`src/rtl/load_fault_supervisor.sv`:
```
module load_fault_supervisor #(
  parameter int NCH        = 6,
  parameter int DEGLITCH   = 64,
  parameter int PWM_PERIOD = 256,
  parameter int PWM_ON     = 16,
  parameter bit PWM_RETRY  = 1'b0,
  parameter bit HAS_UV     = 1'b1
) (
  input  logic             clk,
  input  logic             rst_n,
  input  logic [NCH-1:0]   cmd_on,
  input  logic [NCH-1:0]   short_cmp,
  input  logic [NCH-1:0]   open_cmp,
  input  logic             ov_cmp,
  input  logic             uv_cmp,
  input  logic             clr_latch,
  output logic [NCH-1:0]   gate_en,
  output logic [NCH+1:0]   fault_vec,
  output logic             fault_n
);
  localparam int DW = $clog2(DEGLITCH + 1);
  localparam int PW = $clog2(PWM_PERIOD + 1);

  logic [NCH-1:0] sh_m, sh_s, op_m, op_s;
  logic [1:0]     bat_m, bat_s;
  logic           bat_ov, bat_uv, bat_any;
  logic [PW-1:0]  pwm_cnt;
  logic           pwm_phase;
  logic [NCH-1:0] hit;

  always_ff @(posedge clk or negedge rst_n) begin
    if (!rst_n) begin
      sh_m  <= '0;
      sh_s  <= '0;
      op_m  <= '0;
      op_s  <= '0;
      bat_m <= '0;
      bat_s <= '0;
    end else begin
      sh_m  <= short_cmp;
      sh_s  <= sh_m;
      op_m  <= open_cmp;
      op_s  <= op_m;
      bat_m <= {ov_cmp, uv_cmp};
      bat_s <= bat_m;
    end
  end

  assign bat_ov  = bat_s[1];
  assign bat_uv  = HAS_UV ? bat_s[0] : 1'b0;
  assign bat_any = bat_ov | bat_uv;

  always_ff @(posedge clk or negedge rst_n) begin
    if (!rst_n) pwm_cnt <= '0;
    else if (pwm_cnt == PW'(PWM_PERIOD - 1)) pwm_cnt <= '0;
    else pwm_cnt <= pwm_cnt + 1'b1;
  end

  assign pwm_phase = (pwm_cnt < PW'(PWM_ON));

  for (genvar i = 0; i < NCH; i++) begin : g_ch
    logic [DW-1:0] cnt;
    logic          sense, confirm, drop;

    assign sense   = gate_en[i] & sh_s[i];
    assign confirm = sense & ~hit[i] & (cnt == DW'(DEGLITCH - 1));
    assign drop    = ~cmd_on[i] | clr_latch |
                     (PWM_RETRY & (bat_any | (hit[i] & gate_en[i] & ~sh_s[i])));

    always_ff @(posedge clk or negedge rst_n) begin
      if (!rst_n) begin
        cnt    <= '0;
        hit[i] <= 1'b0;
      end else begin
        if (!sense || hit[i] || confirm) cnt <= '0;
        else cnt <= cnt + 1'b1;
        if (drop) hit[i] <= 1'b0;
        else if (confirm) hit[i] <= 1'b1;
      end
    end

    assign gate_en[i]   = cmd_on[i] & ~bat_any & (~hit[i] | (PWM_RETRY & pwm_phase));
    assign fault_vec[i] = ~bat_any & (hit[i] | (~cmd_on[i] & op_s[i]));

    AST_CNT_BOUND: assert property (@(posedge clk) disable iff (!rst_n)
      cnt < DW'(DEGLITCH)) else $error("deglitch count overrun");

    if (!PWM_RETRY) begin : g_latch
      AST_LATCH_GATE_OFF: assert property (@(posedge clk) disable iff (!rst_n)
        (fault_vec[i] && cmd_on[i]) |-> !gate_en[i]) else $error("latched short still driven");
    end else begin : g_pwm
      AST_PWM_WINDOW: assert property (@(posedge clk) disable iff (!rst_n)
        (hit[i] && !pwm_phase) |-> !gate_en[i]) else $error("retry outside on-window");
    end
  end

  assign fault_vec[NCH]   = bat_uv;
  assign fault_vec[NCH+1] = bat_ov;
  assign fault_n          = ~|fault_vec;

  AST_BAT_GATES_OFF: assert property (@(posedge clk) disable iff (!rst_n)
    (fault_vec[NCH+1] || fault_vec[NCH]) |-> (gate_en == '0)) else $error("gate on in battery fault");
  AST_BAT_MASK: assert property (@(posedge clk) disable iff (!rst_n)
    (fault_vec[NCH+1] || fault_vec[NCH]) |-> (fault_vec[NCH-1:0] == '0)) else $error("load fault unmasked");
  AST_FLAG_ON_OV: assert property (@(posedge clk) disable iff (!rst_n)
    fault_vec[NCH+1] |-> !fault_n) else $error("flag missing");

  if (!HAS_UV) begin : g_no_uv
    AST_NO_UV_BIT: assert property (@(posedge clk) disable iff (!rst_n)
      !fault_vec[NCH]) else $error("uv bit in variant without uv");
  end
endmodule

```
`config.mk`:
```
export PLATFORM = sky130hd
export DESIGN_NAME = load_fault_supervisor
export DESIGN_NICKNAME = d
export VERILOG_FILES = /design/src/rtl/load_fault_supervisor.sv
export SDC_FILE = /design/constraint.sdc
export NUM_CORES = 1
export LEC_CHECK = 0
export BUFFER_PORTS_ARGS = -buffer_cell sky130_fd_sc_hd__buf_2
export CAP_MARGIN = 15
export CORE_MARGIN = 10
export CORE_UTILIZATION = 25
export DETAILED_ROUTE_END_ITERATION = 6
export GPL_ROUTABILITY_DRIVEN = 0
export PLACE_DENSITY_LB_ADDON = 0.15
export SLEW_MARGIN = 20
export SYNTH_ARGS = -nofsm -noshare
export SYNTH_HDL_FRONTEND = slang
export SYNTH_SLANG_ARGS = --single-unit
```
`constraint.sdc`:
```
create_clock -name clk -period 1.75 [get_ports clk]
set_input_delay 0.2625 -clock clk [delete_from_list [all_inputs] [get_ports clk]]
set_output_delay 0.2625 -clock clk [all_outputs]
set_load 0.01 [all_outputs]
```
Yosys cells after proc, flatten, opt, wreduce, memory -nomap -nowiden
Cells that the tools add are included.
{ "word_totals": {"register_bits": 76, "latchBits": 0, "ramBits": 0, "mem_bits_ro": 0, "input_bits": 23, "output_inout_bits": 15, "word_cells": 142, "n_memories": 0} }
{ "op_classes": {"n_addsub": 6, "mul": 0, "div_mod_pow": 0, "order_cmp": 0, "n_eq_ne": 6, "shift": 0, "mux": 18, "bitwise": 68, "n_reduce_logical": 26} }
{ "op_table": {"columns": ["cell", "count"], "rows": [
  ["$add 7x1->7 const B", 6],
  ["$and 1x1->1", 42],
  ["$eq 7x6->1 const B", 6],
  ["$mux 7", 6],
  ["$not 1->1", 13],
  ["$or 1x1->1", 13],
  ["$logic_or 1x1->1", 12],
  ["$mux 1", 12],
  ["$reduce_bool 2->1", 6],
  ["$reduce_or 8->1", 1],
  ["$logic_not 1->1", 7]
]} }

Logic depth before layout (Yosys ltp)
Gate-level depths: netlist (run 1).
{ "depth": {"depth_word": 9, "depth_mapped": 4, "depth_no_buf": 4} }

Least setup slack after synthesis (run 1)
Ideal clock, no wire load.
{ "synth_timing": {"path_kind": "reg2out", "startpoint": "register bat_s[0]", "endpoint": "output port fault_n", "arrival_ps": 1348, "t_required_ps": 1487, "slack_ps": 139, "stages_incl_launch_ff": 5, "n_path_buf": 1, "path_cell_list": "dfrtp_1 -> buf_4 -> or2_2 -> a211oi_1 -> o2111a_1"} }
{ "synth_via": {"elab_chain_cells": 5, "elab_cells_between_ends": 10, "classes_between": "8 x bitwise; 2 x reduce/logical"} }
{ "synth_rtl": {"columns": ["item", "line_no", "text"], "rows": [
  ["start, declared", "25", "logic [1:0] bat_m, bat_s;"],
  ["start signal, assigned", "45", "bat_s <= bat_m;"],
  ["$or 1x1->1", "51", "assign bat_any = bat_ov | bat_uv;"],
  ["$not 1->1", "83", "assign fault_vec[i] = ~bat_any & (hit[i] | (~cmd_on[i] & op_s[i]));"],
  ["$and 1x1->1", "83", null],
  ["$reduce_or 8->1 (*)", "99", "assign fault_n = ~|fault_vec;"],
  ["$logic_not 1->1 (*)", "99", null],
  ["end, declared", "19", "output logic fault_n"]
]} }
Every way passes the cells marked *; elsewhere a longest branch is shown, timed or not.

Worst setup path in the final report (run 1)
{ "layout_timing": {"startpoint": "register op_s[3]", "endpoint": "output port fault_n"} }
{ "layout_via": {"elab_chain_cells": 5} }
{ "layout_rtl": {"columns": ["item", "line_no", "text"], "rows": [
  ["start, declared", "24", "logic [NCH-1:0] sh_m, sh_s, op_m, op_s;"],
  ["start signal, assigned", "43", "op_s <= op_m;"],
  ["$and 1x1->1", "83", null],
  ["$or 1x1->1", "83", null],
  ["$and 1x1->1", "83", null],
  ["$reduce_or 8->1", "99", null],
  ["$logic_not 1->1", "99", null]
]} }
No other way between the ends.

==> results of run 1 <==
[worst max-delay path, cell delays in order, from the launching register on]
cell and delay [ps]:
dfrtp_1 370, nor2b_4 140, o41ai_4 350, o2111a_1 230
buf_2 130
[power by group through the flow]
stage	Sequential, W	Clock (W)	Combinational (W)
global placement	0.00184	0	0.000188
CTS	0.00181	0.00184	0.000204
floorplan	0.00184	0	0.0000760
finish	0.00181	0.00180	0.000204
global route	0.00182	0.00193	0.000230
detailed placement	0.00184	0	0.000189
[kinds of logic (layout without fill, tap and decap cells)]
group / after synthesis / count (layout) / share of synthesized area [%]
xor gates and xnor gates: 18 / 18 / 5.01
DFF: 76 / 76 / 60.4
buffers and inverters: 17 / 82 / 2.38
AOI/OAI and AO/OA: 40 / 40 / 10.1
adders and majority gates: 6 / 6 / 2.38
and+or+nand+nor: 104 / 104 / 19.8
[path summary, 6_finish.rpt]
kind	from	end	slack (ps)	depth (start not counted)
setup / recovery	op_s[3]	fault_n	-50	4
hold / removal	short_cmp[4]	sh_m[4]	30	1
setup reg to reg	bat_s[0]	hit[1]	170	5
hold reg to reg	op_m[0]	op_s[0]	350	0
max in group asynchronous	rst_n	hit[4]	780	3
min in group asynchronous	rst_n	g_ch[3].cnt[0]	370	2
[metal layers]
metal,up-vias,part of all wire [%],wire length [µm]
met1,983,50,3220
met4,0,1.3,84
met5,-,0,0
met3,8,6.1,396
met2,34,43,2770
li1,1030,-,-
[synth_stat cells (7+ instances only)]
library cell  number  area, µm²
a21oi_1            8       40.0
xor2_1            12        105
inv_1             14       52.6
nor2_1            39        146
dfrtp_1           76       1900
or2_2              7       43.8
o21ai_0           12       60.1
nand2_1           11       41.3
nand3_1           12       60.1
[layout by cell type (no fill, tap or decap), types with 8 or more instances in the layout]
cell and count:
dfrtp_1 73, nor2_1 38, buf_2 36, inv_1 14
nand3_1 12, o21ai_0 12, xor2_1 12, nand2_1 11
buf_4 11, clkbuf_16 9, a21oi_1 8
[metrics by stage]
stage | utilization [%] | cells | hold WS [ps] | power, W | area [µm²]
4_1_cts | 32.7 | 492 | 26.1 | 0.00386 | 3970
5_1_grt | 33.1 | 494 | 21.3 | 0.00398 | 4020
3_5_place_dp | 29.8 | 474 | 177 | 0.00203 | 3620
6_report | 33.1 | 494 | 34.9 | 0.00382 | 4020
2_1_floorplan | - | 261 | -33.1 | 0.00191 | 3150
3_3_place_gp | 29.8 | 474 | 173 | 0.00203 | 3620
[layout make-up]
type / count / area share (%)
Sequential cell: 76 / 47.4
Multi-Input combinational cell: 168 / 30.8
Timing Repair Buffer: 52 / 8.21
Clock buffer: 11 / 5.78
Tap cell: 168 / 5.22
Clock inverter: 5 / 1.31
Inverter: 14 / 1.31
[flip-flops by register name, summed over array words and instances (netlist names)]
name,flops
bat_m,2
bat_s,2
g_ch.cnt,42
hit,6
op_m,6
op_s,6
sh_m,6
sh_s,6
[timing repair]
| action | in CTS | in global routing |
|---|---|---|
| hold buffers | 1 | 0 |
| pin swaps | 3 | 9 |
| setup endpoints to repair | 7 | 8 |
| hold endpoints to repair | 19 | 0 |
| gates resized for setup | 10 | 9 |
| buffers inserted | 2 | 2 |
==> flow_summary.toml, run 1 <==
[status]
status = "complete, but fails checks"
violations = "negative setup slack"

[critical_path]
end_kind = "output port"
cp-start-kind = "flip-flop"
crit_type = "flip-flop to output port"
worstPathRequired_ps = 1490
worst_ep_arrival_time_ps = 1540
crit_fanout = 2

[pwr]
clkPwrFrac_pct = 47.1
netSwitchingPower_w = 0.000836
leakage_nw = 1.74
pwr-share-seq_pct = 47.5
irDropWorstVdd_mv = 0.457
power_per_cell_area_mw_per_mm2 = 948
p_int_w = 0.00298
combPwrFrac_pct = 5.3
p_sw_share_pct = 21.9

[placed_design]
io_buffer_count = 37
hpwl_um = 4780
preCtsSetupSlack_ps = 91.4

[timing]
max_freq_mhz = 555
setup_viol = 1
rsz0062_at_grt = "true"
max_slew_margin_pct = 60.4
skew_ps = 7.04
setup-tns-final_ps = -52.8
finalCritPeriodShare_pct = 103
final.setup.worst_slack_ps = -52.8
period_minus_slack_ps = 1800
worst_pin_slew_ps = 585
slew_violations = 0
hold_viol_final = 0

[clock_tree]
clock-sinks = 76
htreeDepth = 3
cts_made_buffers = 9
cts_tree = "yes"
clockRootBuffer = "clkbuf_16"
clkLatencyLatePin_ps = 330
ctsLongestPathBuffers = 2
path_clk_slew_ps = 60

[grt]
grt_max_degree = 38
grt_overflow_total = 0
antenna_found_initial = 0
met2_usage_pct = 11.0
first_global_vias = 2140
grtUsageMet3_pct = 3.62
grt_util_met1_pct = 10.2
grt_pass1_wl_um = 11000
grtUsageTotal_pct = 7.78
busiest_layer = "met2"

[logic_synthesis]
syn_nets = 290
yosysSeqAreaShare_pct = 60.4
ys_seq_elements = 76
synth_ff_type = "dfrtp_1"
synth_edf_count = 0
yosysWarnings = 0
synth_area_mm2 = 0.00315
ys_types = 28
syn_inst = 261
async_reset_ff_share_pct = 100
syn_area_per_cell_um2 = 12.1

[finish]
num_antenna_cells = 0
nFillCells = 1228
regArea_mm2 = 0.00191
nets = 350
area_growth_pct = 27.8
layout-drive-gt1-share_pct = 28.8
multi_input_area_mm2 = 0.00124

[routing]
routed_wl_um = 6470
via_per_inst = 4.16
route.vias.total = 2055
ant_nets = 0
drc_errors = 0
route.detailed.wl_per_inst_um = 13.1
first_iter_violations = 84
drtPass1Iterations = 4

[floorplanning]
die_w_um = 132
dieArea_mm2 = 0.0175
core_mm2 = 0.0122
start_util_pct = 25.9
die_y_um = 132
rows = 40
io-pin-count = 38

[worst_hold_path]
hp-class = "input pin to flip-flop"

[job]
drv_cap = 0
No activity file was read; power rests on OpenSTA's default activity.
==> run 2: changes to the inputs <==
- CTS_CLUSTER_SIZE: not set -> 12
- GPL_TIMING_DRIVEN: not set -> 0
- clock period: 1.75 -> 2.25 ns (I/O delays scaled with it)
==> run 2 against run 1 <==
Compared with the run above: the run now ends clean; utilization shrank 1.2 points; critical endpoint unchanged; worst hold slack lost 20 ps; worst setup slack gained 190 ps; clock-buffer cell count shrank 1; global-route usage shrank 0.080 points; sequential cell count is the same; highest routed layer unchanged; cell area shrank 3.6%.
==> flow_summary.toml, run 2 (same netlist as run 1, synthesis figures left out) <==
[status]
status = "complete, no violations"

[finish]
layout_commonest_cell = "dfrtp_1"
final_util_pct = 31.9
area_growth_pct = 23.2
nFillCells = 1227
nets = 339
num_antenna_cells = 0
largest_reg_flops = 42
final_cell_mix = "76 x dfrtp_1, 39 x nor2_1, 36 x buf_2"
layout-drive-gt1-share_pct = 24.4
max_flop_register = "g_ch.cnt"

[placed_design]
hpwl_um = 4590
io_buffer_count = 37

[critical_path]
end_kind = "output port"
cp-start-kind = "flip-flop"
crit_fanout = 8
crit_type = "flip-flop to output port"
worst_ep_arrival_time_ps = 1780
worstPathRequired_ps = 1910

[floorplanning]
core_mm2 = 0.0122
dieArea_mm2 = 0.0175
die_y_um = 132
die_w_um = 132
io-pin-count = 38
start_util_pct = 25.9
rows = 40

[grt]
antenna_found_initial = 0
first_global_vias = 2197
grtUsageTotal_pct = 7.70
grt_overflow_total = 0
grt_pass1_wl_um = 11000
grt_max_degree = 44

[timing]
slew_violations = 0
period_minus_slack_ps = 2120
hold_viol_final = 0
max_slew_margin_pct = 40.4
finalCritPeriodShare_pct = 94.1
worst_pin_slew_ps = 883
skew_ps = 4.56
setup_viol = 0
rsz0062_at_grt = "false"
setup-tns-final_ps = 0
hold_slack_ps = 15.0
max_freq_mhz = 472

[routing]
drc_errors = 0
drtPass1Iterations = 4
route.detailed.wl_per_inst_um = 12.9
ant_nets = 0
route.vias.total = 1984
first_iter_violations = 46
routed_wl_um = 6220
via_per_inst = 4.11

[pwr]
power_per_cell_area_mw_per_mm2 = 768
leakage_nw = 1.66
irDropWorstVdd_mv = 0.364

[clock_tree]
cts_made_buffers = 9
cts_tree = "yes"
path_clk_slew_ps = 60
clock-sinks = 76
clkLatencyLatePin_ps = 320
ctsLongestPathBuffers = 2
htreeDepth = 3
hold_buffers = 0
clockRootBuffer = "clkbuf_16"

[job]
drv_cap = 0

[worst_hold_path]
hp-class = "input pin to asynchronous set/reset pin"
run 2: changes by cell type in the layout (fill, tap and decap cells not counted), moves of 2 or more:
cell	delta
dfrtp_2	-3
o41ai_4	-2
nor2b_4	-2
buf_4	-10
o41ai_1	+2
dfrtp_1	+3
nor2b_1	+2
run 2: stage by stage:
stage                     setup WS [ps]  std cells  power, W  area, µm²
final                               132        483   0.00298       3880
after global routing               3.78        483   0.00313       3880
after CTS                          72.0        483   0.00304       3870
after detailed placement            427        467   0.00157       3570
after global placement              214        466   0.00157       3540
after floorplan                     564        261   0.00149       3150
run 2: metal layers:
| metal | GRT usage, % | vias up | part of all wire, % | wire, µm |
|---|---|---|---|---|
| li1 | - | 1003 | - | - |
| met1 | 9.76 | 936 | 49 | 3070 |
| met2 | 11.5 | 38 | 43 | 2680 |
| met3 | 3.20 | 7 | 6.5 | 406 |
| met4 | 2.75 | 0 | 1.0 | 65 |
| met5 | 0 | - | 0 | 0 |
run 2: final timing paths:
| check | slack (ps) | end | from | depth (start not counted) |
|---|---|---|---|---|
| worst max-delay path | 130 | fault_n | bat_s[1] | 5 |
| worst min-delay path | 10 | g_ch[0].cnt[1] | rst_n | 1 |
| worst max register to register | 510 | g_ch[5].cnt[3] | g_ch[5].cnt[0] | 4 |
| worst min register to register | 350 | sh_s[2] | sh_m[2] | 0 |
| max in group asynchronous | 1650 | hit[1] | rst_n | 2 |
| min in group clk | 110 | sh_m[1] | short_cmp[1] | 1 |
run 2: area by class of cell:
class                   instances  area [µm²]  area share [%]
flip-flops and latches         76        1900            49.0
well taps                     168         210            5.42
clock inverters                 6        63.8            1.65
repair buffers                 38         208            5.35
multi-input cells             168        1180            30.4
inverters                      14        52.6            1.35
plain buffers                   3        26.3           0.677
clock buffers                  10         239            6.16
run 2: worst max-delay path, stage by stage, from the launching register on:
cell and delay [ps]:
dfrtp_1 390, buf_6 170, or2_2 340, a211oi_2 200
o2111a_1 220, buf_2 140
run 2: where the power goes:
| part | switching (W) | internal [W] | total (W) |
|---|---|---|---|
| registers | 0.0000116 | 0.00140 | 0.00141 |
| clock network | 0.000551 | 0.000886 | 0.00144 |
| logic | 0.0000829 | 0.0000531 | 0.000136 |
run 2: timing repair:
item | 4_1_cts | 5_1_grt
hold endpoints to repair | 0 | 0
gates resized for setup | 0 | 2
setup buffers | 0 | 0
endpoints found under the setup margin | 0 | 1
==> run 3: changes to the inputs <==
--- a/config.mk
+++ b/config.mk
@@ -9,2 +9,4 @@
 export CAP_MARGIN = 15
+export CELL_PAD_IN_SITES_DETAIL_PLACEMENT = 0
+export CELL_PAD_IN_SITES_GLOBAL_PLACEMENT = 1
 export CORE_MARGIN = 10
--- a/constraint.sdc
+++ b/constraint.sdc
@@ -3,2 +3,2 @@
 set_output_delay 0.3375 -clock clk [all_outputs]
-set_load 0.01 [all_outputs]
+set_load 0.05 [all_outputs]
==> run 3 against run 2 <==
Compared with the run above: clock-buffer cell count increased by 4; critical endpoint unchanged; register-to-register slack lost 20 ps; sequential power about the same; fmax up 0.52%; worst setup slack better by 11 ps; combinational power is 29% higher.
==> flow_summary.toml, run 3 (same netlist as run 1, synthesis figures left out) <==
[status]
status = "complete, no violations"

[critical_path]
worst_path_max_delay_cell = "dfrtp_1"
critPathBufInv = 2
worst_ep_arrival_time_ps = 1770
crit_type = "flip-flop to output port"
path_cells = "buf_6 -> or2_4 -> a211oi_2 -> o2111a_1 -> buf_6"
cpMostUsedCell = "buf_6"
cp-start-kind = "flip-flop"
crit_cells = 5
crit_fanout = 8
end_kind = "output port"
reg2reg_depth = 4
crit_family = "compound AO/OA/AOI/OAI gates"
worstPathRequired_ps = 1910
slowest_delay_ps = 400

[routing]
routed_wl_um = 6460
first_iter_violations = 123
met3WireLength_um = 309
drtPass1Iterations = 4
route.detailed.wl_per_inst_um = 13.4
wl_met1_um = 3410
dr.max_layer_used = "met4"
ant_nets = 0
dr_wl_met2_um = 2640
via_per_inst = 4.13
route.vias.total = 1998
drc_errors = 0

[clock_tree]
cts_tree = "yes"
path_clk_slew_ps = 50
htreeDepth = 3
clock-sinks = 76
cts_made_buffers = 9
ctsLongestPathBuffers = 2
postCtsSetupBuffers = 0
clkLatencyLatePin_ps = 330
clockRootBuffer = "clkbuf_16"

[grt]
grtUsageTotal_pct = 7.94
first_global_vias = 2110
grt_overflow_total = 0
grt_max_degree = 44
antenna_found_initial = 0
grt_pass1_wl_um = 11000

[finish]
num_antenna_cells = 0
layout_commonest_cell = "dfrtp_1"
final_util_pct = 31.9
regArea_mm2 = 0.00190
final_cell_mix = "76 x dfrtp_1, 38 x nor2_1, 35 x buf_2"
largest_reg_flops = 42
nFillCells = 1243
nets = 340
layout-drive-gt1-share_pct = 23.7
area_growth_pct = 23.1
multi_input_area_mm2 = 0.00119
max_flop_register = "g_ch.cnt"

[floorplanning]
start_util_pct = 25.9
rows = 40
die_y_um = 132
die_w_um = 132
dieArea_mm2 = 0.0175
io-pin-count = 38
core_mm2 = 0.0122

[pwr]
netSwitchingPower_w = 0.000650
combPwrFrac_pct = 6.1
p_int_w = 0.00223
pwr-share-seq_pct = 48.9
clkPwrFrac_pct = 45.0
power_per_cell_area_mw_per_mm2 = 743
irDropWorstVdd_mv = 0.484
leakage_nw = 1.66
power.total_w = 0.00288
p_sw_share_pct = 22.6

[job]
drv_cap = 0

[timing]
skew_ps = 2.86
hold_viol_final = 0
rsz0062_at_grt = "false"
hold_slack_ps = 113
setup_viol = 0
final.setup.worst_slack_ps = 144
worst_pin_slew_ps = 891
slew_violations = 0
period_minus_slack_ps = 2110
setup-tns-final_ps = 0
max_freq_mhz = 475
finalCritPeriodShare_pct = 93.6
max_slew_margin_pct = 39.8

[worst_hold_path]
min_path_cells = 1
hp-class = "input pin to flip-flop"

[placed_design]
hpwl_um = 4690
io_buffer_count = 37
preCtsSetupSlack_ps = 218
==> run 3: cell types whose count changed in the layout (fill, tap and decap cells not counted), sizes merged <==
cell	delta
dlygate4sd3	+1
clkinv	-1
clkinvlp	-2
clkbuf	+4
bufinv	-1
==> run 3: area by class of cell <==
cell class	count	area share (%)
buffer	3	0.678
clock buffer	14	6.55
clock inverter	2	0.258
inverter	14	1.36
multi-input combinational	168	30.7
sequential	76	49.1
tap	168	5.42
timing repair buffer	39	5.97
==> run 3: per-layer routing <==
metal  vias to the layer above  global-route usage (%)
met5                         -                       0
met4                         0                    3.12
met3                        10                    3.43
met2                        43                    10.9
met1                       943                    10.6
li1                       1002                       -
==> run 3: worst paths after layout <==
kind,to,startpoint,slack (ps)
worst min-delay path,op_m[0],open_cmp[0],110
worst max register to register,g_ch[2].cnt[3],g_ch[2].cnt[0],490
worst min register to register,sh_s[5],sh_m[5],340
worst max-delay path,fault_n,bat_s[1],140
max in group asynchronous,hit[2],rst_n,1160
min in group asynchronous,g_ch[5].cnt[0],rst_n,510
==> run 3: through the flow <==
step	area, µm²	cells
4_1_cts	3860	484
3_3_place_gp	3540	466
5_1_grt	3880	484
6_report	3880	484
2_1_floorplan	3150	261
3_5_place_dp	3570	467
==> run 3: worst reg2reg max path: stages (launching register included) <==
cell      delay [ps]
dfrtp_1          370
ha_1             210
nand4_1          150
o311ai_0         770
nor2_1           110
==> run 3: power groups by stage <==
stage / Combinational (W) / Clock, W / Sequential (W)
after floorplan: 0.0000838 / 0 / 0.00144
after global placement: 0.000167 / 0 / 0.00143
after detailed placement: 0.000175 / 0 / 0.00143
after CTS: 0.000178 / 0.00136 / 0.00141
after global routing: 0.000195 / 0.00141 / 0.00141
final: 0.000175 / 0.00130 / 0.00141
==> run 3: timing repair <==
action / CTS / global route
setup endpoints to repair: 1 / 1
resized for setup: 3 / 4
hold endpoints to repair: 33 / 0
hold buffers: 1 / 0
